`src/rtl/phase_seq_pkg.sv`:
```
package phase_seq_pkg;

    typedef enum logic {
        SQ_FETCH = 1'b0,
        SQ_EXEC  = 1'b1
    } seq_state_t;

endpackage

```
`src/rtl/phase_seq_ctrl.sv`:
```
module phase_seq_ctrl
    import phase_seq_pkg::*;
(
    input  logic clk,
    input  logic rst_n,
    input  logic end_req,
    output logic fetch,
    output logic exec_valid,
    output logic op_load,
    output logic ph_clear,
    output logic ph_step
);

    seq_state_t state_q;
    seq_state_t state_d;

    // next state
    always_comb begin
        state_d = state_q;
        unique case (state_q)
            SQ_FETCH: state_d = SQ_EXEC;                       // load
            SQ_EXEC:  state_d = end_req ? SQ_FETCH : SQ_EXEC;  // end / step / wrap
        endcase
    end

    // state register
    always_ff @(posedge clk) begin
        if (!rst_n) state_q <= SQ_FETCH;
        else        state_q <= state_d;
    end

    // outputs
    always_comb begin
        fetch      = 1'b0;
        exec_valid = 1'b0;
        op_load    = 1'b0;
        ph_clear   = 1'b0;
        ph_step    = 1'b0;
        unique case (state_q)
            SQ_FETCH: begin
                fetch    = 1'b1;
                op_load  = 1'b1;
                ph_clear = 1'b1;
            end
            SQ_EXEC: begin
                exec_valid = 1'b1;
                ph_clear   = end_req;
                ph_step    = !end_req;
            end
        endcase
    end

endmodule

```
`src/rtl/phase_seq_ctr.sv`:
```
module phase_seq_ctr #(
    parameter int PH_W = 4
) (
    input  logic            clk,
    input  logic            rst_n,
    input  logic            clear,
    input  logic            step,
    output logic [PH_W-1:0] phase
);

    // modular increment: the last phase rolls back to zero (wrap)
    always_ff @(posedge clk) begin
        if (!rst_n || clear) phase <= '0;
        else if (step)       phase <= phase + PH_W'(1);
    end

endmodule

```
`src/rtl/phase_seq_opreg.sv`:
```
module phase_seq_opreg #(
    parameter int OP_W = 8
) (
    input  logic            clk,
    input  logic            rst_n,
    input  logic            load,
    input  logic [OP_W-1:0] din,
    output logic [OP_W-1:0] q
);

    always_ff @(posedge clk) begin
        if (!rst_n)    q <= '0;
        else if (load) q <= din;
    end

endmodule

```
`src/rtl/phase_seq.sv`:
```
module phase_seq #(
    parameter int OP_W     = 8,
    parameter int PH_W     = 4,
    parameter int UWORD_W  = 16,
    parameter int NEXT_BIT = 0,
    localparam int ADDR_W  = OP_W + PH_W + 1
) (
    input  logic               clk,
    input  logic               rst_n,
    input  logic [OP_W-1:0]    op_byte,
    input  logic               cond_flag,
    input  logic [UWORD_W-1:0] uword,
    output logic               fetch,
    output logic               exec_valid,
    output logic [PH_W-1:0]    phase,
    output logic [OP_W-1:0]    opcode,
    output logic [ADDR_W-1:0]  uaddr,
    output logic [UWORD_W-1:0] act
);

    logic op_load;
    logic ph_clear;
    logic ph_step;

    phase_seq_ctrl u_ctrl (
        .clk        (clk),
        .rst_n      (rst_n),
        .end_req    (uword[NEXT_BIT]),
        .fetch      (fetch),
        .exec_valid (exec_valid),
        .op_load    (op_load),
        .ph_clear   (ph_clear),
        .ph_step    (ph_step)
    );

    phase_seq_ctr #(.PH_W(PH_W)) u_ctr (
        .clk   (clk),
        .rst_n (rst_n),
        .clear (ph_clear),
        .step  (ph_step),
        .phase (phase)
    );

    phase_seq_opreg #(.OP_W(OP_W)) u_opreg (
        .clk   (clk),
        .rst_n (rst_n),
        .load  (op_load),
        .din   (op_byte),
        .q     (opcode)
    );

    // store address: opcode, then phase, flag in the lowest bit
    assign uaddr = {opcode, phase, cond_flag};

    // actions reach the datapath only while executing
    assign act = exec_valid ? uword : '0;

endmodule

```
`config.mk`:
```
export PLATFORM = sky130hd
export DESIGN_NAME = phase_seq
export DESIGN_NICKNAME = d
export VERILOG_FILES = /design/src/rtl/phase_seq_pkg.sv /design/src/rtl/phase_seq_ctrl.sv /design/src/rtl/phase_seq_ctr.sv /design/src/rtl/phase_seq_opreg.sv /design/src/rtl/phase_seq.sv
export SDC_FILE = /design/constraint.sdc
export NUM_CORES = 1
export LEC_CHECK = 0
export ABC_AREA = 1
export BUFFER_PORTS_ARGS = -buffer_cell sky130_fd_sc_hd__buf_2
export CAP_MARGIN = 10
export CORE_MARGIN = 2
export CORE_UTILIZATION = 35
export DETAILED_ROUTE_END_ITERATION = 7
export GPL_ROUTABILITY_DRIVEN = 0
export PLACE_DENSITY = 0.78
export SKIP_CTS_REPAIR_TIMING = 1
export SYNTH_ARGS = -nofsm -noshare
export SYNTH_HDL_FRONTEND = slang
export SYNTH_SLANG_ARGS = --single-unit
```
`constraint.sdc`:
```
create_clock -name clk -period 1 [get_ports clk]
set_input_delay 0.3 -clock clk [delete_from_list [all_inputs] [get_ports clk]]
set_output_delay 0.3 -clock clk [all_outputs]
set_load 0.005 [all_outputs]
```
==> results.json <==
{
  "setup_slack_ps": -302,
  "drt-initial-drc-count": 7,
  "grt_pass1_wl_um": 2860,
  "p_comb_share_pct": 27.6,
  "cp.required_ps": 700,
  "ff2ff_setup_slack_ps": 20,
  "place_ws_ps": -30.7,
  "yosysWarnings": 0,
  "fillers": 193,
  "antenna_found_initial": 0,
  "first_pass_iters": 4,
  "clk_path_buf_depth": 2,
  "die_height_um": 49.2,
  "final_common_cell": "buf_2",
  "ys_seq_area_share_pct": 36.4,
  "crit_arrival_ps": 1000,
  "fp.dieW_um": 49.2,
  "path_max_fanout": 11,
  "seqPwrFrac_pct": 47.0,
  "clock_power_share_pct": 25.4,
  "p_sw_share_pct": 27.1,
  "dp.final_hpwl_um": 1530,
  "grt_start_max_net_pins": 22,
  "num_io_pins": 70,
  "end_kind": "primary output",
  "synth.area.mux_share_pct": 0,
  "crit_type": "register to primary output",
  "drive_gt1_share_pct": 62.1,
  "cpPeakStageDelay_ps": 380,
  "cts_tree": "yes",
  "max_slew_margin_pct": 86.3,
  "grt_pass1_vias": 699,
  "min_to": "u_opreg.q[6]",
  "post_drt_wl_per_cell_um": 10.6,
  "startpoint": "u_ctrl.state_q",
  "final_cell_mix": "62 x buf_2, 21 x nor2_1, 18 x inv_1, 15 x nand2_1, 11 x dfxtp_2",
  "ys_types": 15,
  "ys_ff_latch": 13,
  "start_kind": "register",
  "fin_hold_ws_ps": 260,
  "cp_cell_sequence": "buf_12, nand2_1, inv_1, buf_2",
  "fin_nets": 198,
  "start_util_pct": 36.9,
  "reg2reg_to": "u_ctr.phase[2]",
  "multi_input_area_um2": 269,
  "numPortBuffers": 67,
  "vias": 826,
  "p_sw_mw": 0.333,
  "p_leak_nw": 0.766,
  "drt_wl_total_um": 2070,
  "yosys.area_share.xor_xnor_pct": 1.22,
  "crit_path_top_delay_cell": "dfxtp_4",
  "synth_top_family_by_area": "buffers and inverters",
  "fmax_ghz": 0.768,
  "worst_pin_slew_ps": 206,
  "drc": 0,
  "synth_nets": 132,
  "clock-sinks": 13,
  "synth-simple-area-share_pct": 25.2,
  "post-route-period-util_pct": 130,
  "synth_area_um2": 716,
  "area_growth_pct": 64.2,
  "htreeDepth": 1,
  "slew_viol_final": 0,
  "hold_violations": 0,
  "p_per_area_nw_per_um2": 1050,
  "synth_fa_ha_area_share_pct": 1.75,
  "numCtsBuffers": 3,
  "min_path_type": "primary input to register",
  "period_needed_ps": 1300,
  "rows": 16,
  "diodes": 0,
  "insertion_delay_ps": 270,
  "intPower_mw": 0.896,
  "track_usage_pct": 15.9,
  "core_area_um2": 1940,
  "irDropWorstVdd_uv": 812,
  "regArea_um2": 282,
  "worstHoldPathCells": 3,
  "hp-start": "op_byte[6]",
  "outcome": "complete, but fails checks",
  "antenna_left": 0,
  "r2r_start": "u_ctr.phase[0]",
  "violations": "setup timing",
  "skew_ps": 5.60,
  "synth-compound-area-share_pct": 5.59,
  "avgSynthCellArea_um2": 6.88,
  "dieArea_um2": 2420,
  "syn-instance-count": 104,
  "path_clk_slew_ps": 70,
  "overflow": 0,
  "rsz0062_at_grt": "yes",
  "ff2ff_path_depth": 4,
  "viasPerCell": 4.21,
  "cts_root_buffer": "clkbuf_4",
  "maxCapViolCount": 0,
  "finalSetupViolCount": 42,
  "fin_util_pct": 60.5
}
==> worst max path at each step <==
stage                     endpoint  cells past startpoint  slack, ps
after floorplan            act[10]                      4          7
after global placement      act[7]                      4        -10
after detailed placement    act[7]                      4        -30
after CTS                   act[7]                      4       -340
after global routing        act[6]                      4       -380
final                       act[6]                      4       -300
==> kinds of logic after synthesis <==
kind of cell | count (synthesis)
buffers and inverters | 38
AOI/OAI and AO/OA | 8
xor gates and xnor gates | 1
DFF | 13
adders and majority gates | 1
and+or+nand+nor | 43
==> Yosys cell counts, drive strengths merged <==
| master | instances | share of area (%) |
|---|---|---|
| buf | 17 | 19 |
| dfxtp | 13 | 36 |
| ha | 1 | 1.7 |
| inv | 21 | 11 |
| nand2 | 19 | 11 |
| nand3 | 1 | 0.70 |
| nor2 | 23 | 13 |
| o21ai | 8 | 5.6 |
| xnor2 | 1 | 1.2 |
==> metrics by stage <==
stage	total power [mW]	setup TNS, ps	instance area (um^2)	instances
4_1_cts	1.19	-7150	1030	190
3_3_place_gp	0.863	-49.4	1000	186
5_1_grt	1.32	-7550	1170	196
2_1_floorplan	0.744	0	719	104
6_report	1.23	-5290	1170	196
3_5_place_dp	0.871	-233	1000	186
==> layer usage <==
layer	GRT usage (%)	vias up	wire, um	part of all wire [%]
met3	4.29	2	186	9.0
met4	9.05	0	19	0.92
met2	30.2	49	1080	52
met5	0	-	0	0
met1	14.9	357	789	38
li1	-	418	-	-
==> layout make-up <==
cell class / instances / share of cell area (%)
repair buffers: 78 / 41.1
flip-flops and latches: 13 / 24.0
multi-input cells: 53 / 22.9
inverters: 21 / 6.92
well taps: 27 / 2.88
clock buffers: 4 / 2.24
==> critical path: cells and delay by family (launching register included) <==
family                 cells  cell delay, ps
DFF                        1             380
buffers and inverters      3             320
and+or+nand+nor            1              50
==> state kept, by name, summed over array words and instances, names as in the netlist <==
signal / count
u_ctrl.state_q: 1
u_ctr.phase: 4
u_opreg.q: 8
==> power by group through the flow <==
| stage | clock network (mW) | registers [mW] | logic (mW) |
|---|---|---|---|
| 2_1_floorplan | 0 | 0.584 | 0.161 |
| 3_3_place_gp | 0 | 0.580 | 0.283 |
| 3_5_place_dp | 0 | 0.583 | 0.288 |
| 4_1_cts | 0.331 | 0.571 | 0.290 |
| 5_1_grt | 0.360 | 0.582 | 0.376 |
| 6_report | 0.312 | 0.577 | 0.339 |
Note: power is estimated with default switching activity, not from simulation.
